[src/rtl/vmaint_pkg.sv]
package vmaint_pkg;

   localparam int STATUS_W = 64;
   localparam int CAUSE_W  = 8;

   // cause bit positions inside the status word
   localparam int B_G1_OFF   = 7;
   localparam int B_G1_ON    = 6;
   localparam int B_G0_OFF   = 5;
   localparam int B_G0_ON    = 4;
   localparam int B_NOPEND   = 3;
   localparam int B_CNT_NZ   = 2;
   localparam int B_UNDERFL  = 1;
   localparam int B_EOI      = 0;

   localparam logic [5:0] SYSREG_TRAP_SYN = 6'h18;

   typedef enum logic [1:0] {
      LR_INVALID  = 2'b00,
      LR_PENDING  = 2'b01,
      LR_ACTIVE   = 2'b10,
      LR_PEND_ACT = 2'b11
   } lr_state_e;

   typedef enum logic [1:0] {
      PRIV_USER   = 2'd0,
      PRIV_KERNEL = 2'd1,
      PRIV_HYP    = 2'd2,
      PRIV_MON    = 2'd3
   } priv_e;

   typedef enum logic [1:0] {
      RD_OK    = 2'd0,
      RD_UNDEF = 2'd1,
      RD_TRAP  = 2'd2
   } rd_res_e;

   typedef struct packed {
      logic g1_off;
      logic g1_on;
      logic g0_off;
      logic g0_on;
      logic nopend;
      logic cnt_nz;
      logic underflow;
   } cause_en_t;

endpackage

[src/rtl/vmaint_lr_scan.sv]
module vmaint_lr_scan
   import vmaint_pkg::*;
#(
   parameter int N_LR     = 4,
   parameter int PAIR_MAX = 4
) (
   input  logic [2*N_LR-1:0] lr_state,
   input  logic [N_LR-1:0]   lr_hw,
   input  logic [N_LR-1:0]   lr_eoi_req,
   output logic [N_LR-1:0]   eoi_vec,
   output logic              none_pending,
   output logic              few_valid
);

   localparam int VCNT_W = $clog2(N_LR + 1);

   logic [N_LR-1:0] pend_vec;
   logic [N_LR-1:0] valid_vec;

   generate
      for (genvar i = 0; i < N_LR; i++) begin : g_entry
         lr_state_e st;
         assign st           = lr_state_e'(lr_state[2*i +: 2]);
         assign pend_vec[i]  = (st == LR_PENDING) || (st == LR_PEND_ACT);
         assign valid_vec[i] = (st != LR_INVALID);
         assign eoi_vec[i]   = (st == LR_INVALID) && !lr_hw[i] && lr_eoi_req[i];
      end
   endgenerate

   assign none_pending = ~|pend_vec;

   generate
      if (N_LR <= PAIR_MAX) begin : g_pairwise
         // small arrays: detect any two valid entries directly
         logic two_valid;
         always_comb begin
            two_valid = 1'b0;
            for (int a = 0; a < N_LR; a++) begin
               for (int b = a + 1; b < N_LR; b++) begin
                  two_valid = two_valid | (valid_vec[a] & valid_vec[b]);
               end
            end
         end
         assign few_valid = !two_valid;
      end else begin : g_counted
         // larger arrays: population count then compare
         logic [VCNT_W-1:0] vcnt;
         always_comb begin
            vcnt = '0;
            for (int k = 0; k < N_LR; k++) begin
               vcnt = vcnt + VCNT_W'(valid_vec[k]);
            end
         end
         assign few_valid = (vcnt <= VCNT_W'(1));
      end
   endgenerate

endmodule

[src/rtl/vmaint_cause.sv]
module vmaint_cause
   import vmaint_pkg::*;
(
   input  cause_en_t            en,
   input  logic                 vgrp0_on,
   input  logic                 vgrp1_on,
   input  logic                 none_pending,
   input  logic                 few_valid,
   input  logic                 cnt_nonzero,
   input  logic                 any_eoi,
   output logic [CAUSE_W-1:0]   cause
);

   always_comb begin
      cause            = '0;
      cause[B_G1_OFF]  = en.g1_off    && !vgrp1_on;
      cause[B_G1_ON]   = en.g1_on     &&  vgrp1_on;
      cause[B_G0_OFF]  = en.g0_off    && !vgrp0_on;
      cause[B_G0_ON]   = en.g0_on     &&  vgrp0_on;
      cause[B_NOPEND]  = en.nopend    &&  none_pending;
      cause[B_CNT_NZ]  = en.cnt_nz    &&  cnt_nonzero;
      cause[B_UNDERFL] = en.underflow &&  few_valid;
      cause[B_EOI]     = any_eoi;
   end

endmodule

[src/rtl/vmaint_access.sv]
module vmaint_access
   import vmaint_pkg::*;
(
   input  logic                clk,
   input  logic                rst_n,
   input  logic [1:0]          rd_priv,
   input  logic                nest_trap,
   input  logic                sre_hyp,
   input  logic                sre_mon,
   input  logic [STATUS_W-1:0] word,
   output logic [1:0]          rd_result,
   output logic [1:0]          rd_trap_level,
   output logic [5:0]          rd_syndrome,
   output logic [STATUS_W-1:0] rd_data
);

   rd_res_e res;
   logic [1:0] lvl;

   always_comb begin
      res = RD_UNDEF;
      lvl = 2'd0;
      unique case (priv_e'(rd_priv))
         PRIV_USER:   res = RD_UNDEF;
         PRIV_KERNEL: begin
            if (nest_trap) begin
               res = RD_TRAP;
               lvl = 2'(PRIV_HYP);
            end
         end
         PRIV_HYP: begin
            if (!sre_hyp) begin
               res = RD_TRAP;
               lvl = 2'(PRIV_HYP);
            end else begin
               res = RD_OK;
            end
         end
         PRIV_MON: begin
            if (!sre_mon) begin
               res = RD_TRAP;
               lvl = 2'(PRIV_MON);
            end else begin
               res = RD_OK;
            end
         end
         default: res = RD_UNDEF;
      endcase
   end

   assign rd_result     = res;
   assign rd_trap_level = lvl;
   assign rd_syndrome   = (res == RD_TRAP) ? SYSREG_TRAP_SYN : 6'd0;
   assign rd_data       = (res == RD_OK) ? word : '0;

   p_user_undef_r10: assert property (@(posedge clk) disable iff (!rst_n)
      (rd_priv == 2'd0) |-> (rd_result == 2'(RD_UNDEF) && rd_data == '0));

   p_trap_target_r11: assert property (@(posedge clk) disable iff (!rst_n)
      (rd_result == 2'(RD_TRAP)) |-> (rd_trap_level >= 2'd2 && rd_syndrome == 6'h18));

   p_ok_level_r12: assert property (@(posedge clk) disable iff (!rst_n)
      (rd_result == 2'(RD_OK)) |-> (rd_priv >= 2'd2));

endmodule

[src/rtl/vmaint_status_gen.sv]
module vmaint_status_gen
   import vmaint_pkg::*;
#(
   parameter int N_LR     = 4,
   parameter int CNT_W    = 5,
   parameter int PAIR_MAX = 4
) (
   input  logic                 clk,
   input  logic                 rst_n,
   input  logic                 en_g1_off,
   input  logic                 en_g1_on,
   input  logic                 en_g0_off,
   input  logic                 en_g0_on,
   input  logic                 en_nopend,
   input  logic                 en_cnt_nz,
   input  logic                 en_underflow,
   input  logic                 vgrp0_on,
   input  logic                 vgrp1_on,
   input  logic [2*N_LR-1:0]    lr_state,
   input  logic [N_LR-1:0]      lr_hw,
   input  logic [N_LR-1:0]      lr_eoi_req,
   input  logic [CNT_W-1:0]     eoi_count,
   input  logic                 maint_en,
   input  logic [1:0]           rd_priv,
   input  logic                 nest_trap,
   input  logic                 sre_hyp,
   input  logic                 sre_mon,
   output logic [1:0]           rd_result,
   output logic [1:0]           rd_trap_level,
   output logic [5:0]           rd_syndrome,
   output logic [63:0]          rd_data,
   output logic [63:0]          status_word,
   output logic                 maint_irq
);

   localparam int PAD_W = STATUS_W - CAUSE_W;

   generate
      if (N_LR < 1 || N_LR > 16) begin : g_bad_nlr
         $error("vmaint_status_gen: N_LR must lie in 1..16");
      end
      if (CNT_W < 1) begin : g_bad_cnt
         $error("vmaint_status_gen: CNT_W must be at least 1");
      end
      if (PAIR_MAX < 1) begin : g_bad_pair
         $error("vmaint_status_gen: PAIR_MAX must be at least 1");
      end
   endgenerate

   logic [N_LR-1:0]    eoi_vec;
   logic               none_pend;
   logic               few_valid;
   logic [CAUSE_W-1:0] cause_d;
   logic [CAUSE_W-1:0] cause_q;
   logic               irq_q;
   cause_en_t          en;

   assign en = '{g1_off: en_g1_off, g1_on: en_g1_on, g0_off: en_g0_off,
                 g0_on: en_g0_on, nopend: en_nopend, cnt_nz: en_cnt_nz,
                 underflow: en_underflow};

   vmaint_lr_scan #(.N_LR(N_LR), .PAIR_MAX(PAIR_MAX)) u_scan (
      .lr_state     (lr_state),
      .lr_hw        (lr_hw),
      .lr_eoi_req   (lr_eoi_req),
      .eoi_vec      (eoi_vec),
      .none_pending (none_pend),
      .few_valid    (few_valid)
   );

   vmaint_cause u_cause (
      .en           (en),
      .vgrp0_on     (vgrp0_on),
      .vgrp1_on     (vgrp1_on),
      .none_pending (none_pend),
      .few_valid    (few_valid),
      .cnt_nonzero  (|eoi_count),
      .any_eoi      (|eoi_vec),
      .cause        (cause_d)
   );

   always_ff @(posedge clk) begin
      if (!rst_n) begin
         cause_q <= '0;
         irq_q   <= 1'b0;
      end else begin
         cause_q <= cause_d;
         irq_q   <= maint_en && (|cause_d);
      end
   end

   assign status_word = {{PAD_W{1'b0}}, cause_q};
   assign maint_irq   = irq_q;

   vmaint_access u_access (
      .clk           (clk),
      .rst_n         (rst_n),
      .rd_priv       (rd_priv),
      .nest_trap     (nest_trap),
      .sre_hyp       (sre_hyp),
      .sre_mon       (sre_mon),
      .word          (status_word),
      .rd_result     (rd_result),
      .rd_trap_level (rd_trap_level),
      .rd_syndrome   (rd_syndrome),
      .rd_data       (rd_data)
   );

   p_g1_off_r2: assert property (@(posedge clk) disable iff (!rst_n)
      (en_g1_off && !vgrp1_on) |=> status_word[7]);

   p_g0_on_r3: assert property (@(posedge clk) disable iff (!rst_n)
      (en_g0_on && vgrp0_on) |=> status_word[4]);

   p_nopend_r4: assert property (@(posedge clk) disable iff (!rst_n)
      (en_nopend && none_pend) |=> status_word[3]);

   p_cnt_nz_r5: assert property (@(posedge clk) disable iff (!rst_n)
      (en_cnt_nz && eoi_count != '0) |=> status_word[2]);

   p_underflow_off_r6: assert property (@(posedge clk) disable iff (!rst_n)
      !en_underflow |=> !status_word[1]);

   p_eoi_r7: assert property (@(posedge clk) disable iff (!rst_n)
      (|eoi_vec) |=> status_word[0]);

   p_irq_gate_r8: assert property (@(posedge clk) disable iff (!rst_n)
      !maint_en |=> !maint_irq);

   p_irq_src_r8: assert property (@(posedge clk) disable iff (!rst_n)
      maint_irq |-> (status_word[7:0] != 8'd0));

endmodule

[config.mk]
export PLATFORM = sky130hd
export DESIGN_NAME = vmaint_status_gen
export DESIGN_NICKNAME = d
export VERILOG_FILES = /design/src/rtl/vmaint_pkg.sv /design/src/rtl/vmaint_lr_scan.sv /design/src/rtl/vmaint_cause.sv /design/src/rtl/vmaint_access.sv /design/src/rtl/vmaint_status_gen.sv
export SDC_FILE = /design/constraint.sdc
export NUM_CORES = 1
export LEC_CHECK = 0
export ABC_AREA = 0
export BUFFER_PORTS_ARGS = -buffer_cell sky130_fd_sc_hd__buf_4
export CORE_AREA = 2 2 68 70
export CTS_BUF_LIST = sky130_fd_sc_hd__clkbuf_16
export DETAILED_ROUTE_END_ITERATION = 10
export DIE_AREA = 0 0 70 72
export PLACE_DENSITY = 0.81
export SETUP_SLACK_MARGIN = 0.15
export SLEW_MARGIN = 0
export SYNTH_ARGS = -nofsm -noshare
export SYNTH_HDL_FRONTEND = slang
export SYNTH_SLANG_ARGS = --single-unit
export TNS_END_PERCENT = 5
[constraint.sdc]
create_clock -name clk -period 3.9 [get_ports clk]
set_input_delay 0.585 -clock clk [delete_from_list [all_inputs] [get_ports clk]]
set_output_delay 0.585 -clock clk [all_outputs]
set_load 0.01 [all_outputs]
**Word level (Yosys, flattened, before mapping)**

Cells that the tools add are included.

- Bits in registers: 9
- Logic and storage cells: 76

- Eq/ne operators: 12
- Muxes and demuxes: 9
- Bitwise logic cells: 11
- Reduce and logical (&&, ||, !) cells: 42

Operators with widths:

| kind | number |
|---|---|
| logical AND 1 bit | 16 |
| equality test 2 bit (second input constant) | 7 |
| logical NOT 2 bit | 6 |
| OR reduction 11 bit | 1 |
| equality test 2 x 1 -> 1 bit (second input constant) | 5 |
| two-way mux 2 bit | 5 |
| logical NOT 1 bit | 8 |
| two-way mux 8 bit | 1 |
| one-hot mux 2 bit (4 select lines) | 1 |
| nonzero test 2 bit | 4 |
| OR reduction 4 bit | 2 |
| bitwise AND 1 bit | 6 |
| one-hot mux 2 bit (3 select lines) | 1 |
| two-way mux 5 bit | 1 |
| bitwise OR 1 bit | 5 |
| OR reduction 5 bit | 1 |
| logical OR 1 bit | 4 |

**Logic depth before layout (Yosys ltp)**

- Depth in word-level cells: 11
- Gate-level depth with buffers: 4
- Depth with buffers taken out: 4

**By module**

From an unflattened synthesis, not the netlist that was laid out.

- Cells, all modules: 193
- Area total of the unflattened synthesis: 1575.3 µm²

Modules (own cells, without submodules):

| module | times used | cells an instance | area an instance (µm²) | sequential area each (µm²) |
|---|---|---|---|---|
| vmaint_access | 1 | 92 | 743.2 | 0.0 |
| vmaint_status_gen | 1 | 82 | 695.7 | 180.2 |
| vmaint_lr_scan | 1 | 11 | 85.1 | 0.0 |
| vmaint_cause | 1 | 8 | 51.3 | 0.0 |

**Worst setup path before layout**

OpenSTA, ideal clock, no wires.

- Kind: in2out
- From: input rd_priv[0]
- To: output rd_syndrome[4]
- Data arrival time: 1207 ps
- Required time: 3315 ps
- Setup slack: 2108 ps
- Cell stages on the path: 4
- Cells stage by stage: mux2i_1 -> nand2_1 -> o21ai_0 -> buf_4

- Cells in the longest elaborated chain, start to end: 4
- Elaborated cells between the ends (all ways): 7
- Those cells by class: eq/ne (4); mux (2); reduce/logical (1)

RTL lines:

| what | RTL line | text |
|---|---|---|
| start: declaration | vmaint_status_gen.sv:24 | `input logic [1:0] rd_priv,` |
| equality test 2 bit (tied with other cells) | vmaint_access.sv:23 | `unique case (priv_e'(rd_priv))` |
| one-hot mux 2 bit (4 select lines) (*) | vmaint_access.sv:23 |  |
| equality test 2 bit (*) | vmaint_access.sv:53 | `assign rd_syndrome = (res == RD_TRAP) ? SYSREG_TRAP_SYN : 6'd0;` |
| two-way mux 5 bit (*) | vmaint_access.sv:53 |  |
| end: declaration | vmaint_status_gen.sv:30 | `output logic [5:0] rd_syndrome,` |

Every way passes the cells marked *; elsewhere a longest branch is shown, timed or not.

**Final worst setup path**

- From: input rd_priv[0]
- To: output rd_data[1]

- Cells in the longest elaborated chain, start to end: 4
- Elaborated cells between the ends (all ways): 7
- Those cells by class: eq/ne (3); mux (2); reduce/logical (2)

RTL lines:

| what | RTL line | text |
|---|---|---|
| equality test 2 bit (tied with other cells) | vmaint_access.sv:23 |  |
| one-hot mux 2 bit (4 select lines) (*) | vmaint_access.sv:23 |  |
| logical NOT 2 bit (*) | vmaint_access.sv:54 | `assign rd_data = (res == RD_OK) ? word : '0;` |
| two-way mux 8 bit (*) | vmaint_access.sv:54 |  |
| end: declaration | vmaint_status_gen.sv:31 | `output logic [63:0] rd_data,` |

Marks and branches as above.

==> Flow_metrics.wiki <==
{| class="wikitable"
! Metric !! Value
|-
| Crit path setup slack, layout || 1.806 ns
|-
| Critical Path AT || around 1.5 ns
|-
| CP endpoint kind || primary output
|-
| Total of flip-flops plus latches after synthesis || 9
|-
| Mean post-synth cell area || just under 8 um^2
|-
| CTS tree || built
|-
| Sequential-to-total area share from yosys stat || a little over an eighth
|-
| Leading post-synthesis cells by cell area || buf_4 65%, dfxtp_1 13%, and2_1 4.6%
|-
| Sum of negative setup slack || 0 ns
|-
| Maximum capacitance violations || 0
|-
| Switching Power || 0.1250 mW
|-
| Number of buffer cells added on primary ports || 60
|-
| Max Transition Viols Final || 0
|-
| DRT iter0 DRCs || 7
|-
| Number of antenna violations at the first check in global routing || 0
|-
| Io pins || approximately 180
|-
| Combined area of all synthesized cells || about 1400 um^2
|-
| Post-layout power || approximately 0.40 mW
|-
| Root buffer selected by CTS || clkbuf_16
|-
| Placement Setup Slack || around 1.8 ns
|-
| First-pass GRT wire length || approximately 2900 um
|-
| H-Tree Level Count || 1
|-
| Routed vias || approximately 970
|-
| VDD IR-drop max || between 0.0002 and 0.0003 V
|-
| # resized after CTS || 0
|-
| Dpl hpwl || approximately 2200 um
|-
| Largest area contributor in the netlist || buf_4
|-
| Die W || ~70 um
|-
| Die Outline Area || 5040 um^2
|-
| Final min period || around 2.1 ns
|-
| Maximum achievable frequency || ~480 MHz
|-
| Number of DRC violations after detailed routing || 0
|-
| Worst-path clk slew || roughly 0.04 ns
|-
| Overall routing resource usage || 7.145%
|-
| Hold Path Origin || vgrp0_on
|-
| Count of different cell masters after synthesis || 25
|-
| Critical path type || input pin to primary output
|-
| Number of setup violations in the final report || 0
|-
| Beginning of the critical path || rd_priv[0]
|-
| Fraction of final layout cells sized beyond drive strength 1 || about 28%
|-
| Required time at the worst-slack endpoint || 3.31 ns
|-
| Register share of total power || 24.5%
|-
| Cell internal power dissipation || between 0.2 and 0.3 mW
|-
| Switching share of total power || between 30 and 40%
|-
| Number of global-route vias before repair || ~700
|-
| Post-synthesis instance total || 177
|-
| Power per cell area || between 200 and 300 nW/um^2
|-
| Synthesis-to-finish area growth || 10.36%
|-
| Pleak || 0.9099 nW
|-
| Initial core utilization || roughly a third
|-
| Clk network pwr share || 45.0%
|-
| Maximum count of clock buffers along a single path || 2
|-
| Post-CTS Hold Fix Bufs || 0
|-
| Hold Worst Slack || about 0.54 ns
|-
| Die height || a little over 70 um
|-
| Worst hold path endpoint || cause_q[5]$_SDFF_PN0_
|-
| Number of optimization iterations in the first detailed-route pass || 2
|-
| Net count reported at finish || between 200 and 300
|-
| Combinational cell fraction of total power || between 30% and 40%
|-
| Num Clock Sinks || 9
|-
| Wire length reported by the detailed router || between 2000 and 2500 um
|-
| Number of endpoints with negative hold slack in the final report || 0
|-
| Maximum number of pins on one net before global-route repair || 9
|-
| Routed via count divided by cell count || 3.328
|-
| Core Box Area || roughly 4300 um^2
|-
| Fill cells || ~470
|-
| Gp weighted congestion || 0.7001
|-
| Total inserted antenna cells || 0
|-
| CP Max Fanout || 8
|-
| Average wire length per cell after detail routing || approximately 8.0 um
|-
| Placement row count || 24
|-
| Number of buffers created by CTS || 3
|-
| Congestion Overflow GR || 0
|-
| Cell depth of the worst min-delay path || 2
|-
| Share of the clock period used by the worst path || between 50% and 60%
|-
| RSZ-0062 raised after global routing || no
|-
| Setup Buffers After CTS || 0
|-
| Run status || completed
|-
| Remaining number of nets flagged by the antenna check after routing || 0
|-
| Syn. warnings || 0
|-
| Type of the most critical hold path || input pin to flop
|-
| Launching element type of the critical path || input pin
|-
| Share of the synthesized area in the top cell type || roughly two thirds
|}
[worst max path at each step]
stage | to
final | rd_data[1]
after global routing | rd_data[1]
after CTS | rd_data[1]
after detailed placement | rd_data[1]
after global placement | rd_data[0]
after floorplan | rd_syndrome[4]
[sequential cells by signal, indices dropped and copies added (netlist names)]
register   flops
cause_q        8
maint_irq      1
[placed cells by master, fill, tap and decap left out, drive strengths merged]
| cell type | count |
|---|---|
| a211oi | 1 |
| a21boi | 1 |
| a21oi | 2 |
| a31oi | 2 |
| and2 | 10 |
| and3 | 2 |
| buf | 60 |
| clkbuf | 3 |
| clkinv | 1 |
| conb | 116 |
| dfxtp | 9 |
| inv | 4 |
| mux2 | 1 |
| mux2i | 1 |
| nand2 | 4 |
| nand3 | 1 |
| nand4 | 1 |
| nor2 | 5 |
| nor2b | 2 |
| nor3b | 1 |
| nor4 | 2 |
| nor4b | 2 |
| o21ai | 4 |
| o22ai | 1 |
| o311a | 1 |
| or4 | 1 |
[cell usage after synthesis]
cell type and instances:
a31oi_1 2, nor2_1 5, nand3_1 1, o311a_1 1, o21ai_2 1, o22ai_1 1
nor4b_1 2, dfxtp_1 9, mux2i_1 1, a21boi_0 1, conb_1 1, a211oi_1 1
buf_4 118, nor2b_1 2, inv_1 4, nor4_1 2, and2_1 10, mux2_1 1
a21oi_1 2, o21ai_0 3, nand4_1 1, nand2_1 4, nor3b_1 1, and3_1 2
or4_4 1
[logic make-up after synthesis]
kind of cell / after synthesis / synth area share, %
simple gates: 31 / 13.29
buf+inv: 122 / 65.99
compound gates: 12 / 5.683
mux: 2 / 1.558
other cells: 1 / 0.2747
flops: 9 / 13.20
[metrics by stage]
stage	util [%]	instances	cell area, um^2
6_report	35.33	290	1506
5_1_grt	35.33	290	1506
4_1_cts	35.33	290	1506
3_5_place_dp	33.45	286	1426
3_3_place_gp	33.45	286	1426
2_1_floorplan	-	292	1797
[worst max-delay path, stage by stage]
cell and delay (ns):
buf_4 0.13, mux2i_1 0.13, nor2b_1 0.34, and2_1 0.20
buf_4 0.12
[per-layer routing]
layer | global-route usage (%) | vias to the layer above | wire, um
met3 | 2.083 | 2 | 346
met1 | 6.847 | 423 | 624
met2 | 14.07 | 91 | 1326
li1 | - | 449 | -
met5 | 0 | - | 0
met4 | 3.205 | 0 | 28
[cell type report]
cell class / count / area [um^2] / share of cell area, %
Clock buffer: 3 / 75.07 / 4.983
Clock inverter: 1 / 5.005 / 0.3322
Inverter: 4 / 15.01 / 0.9967
Multi-Input combinational cell: 161 / 715.7 / 47.51
Sequential cell: 9 / 180.2 / 11.96
Tap cell: 52 / 65.06 / 4.319
Timing Repair Buffer: 60 / 450.4 / 29.90
[power by group through the flow]
stage	clock network (mW)	registers (mW)	logic [mW]
finish	0.180	0.0979	0.122
floorplan	0	0.101	0.156
CTS	0.180	0.0979	0.119
detailed placement	0	0.0993	0.119
global route	0.188	0.0982	0.133
global placement	0	0.0994	0.118
No activity file was read; power rests on OpenSTA's default activity.
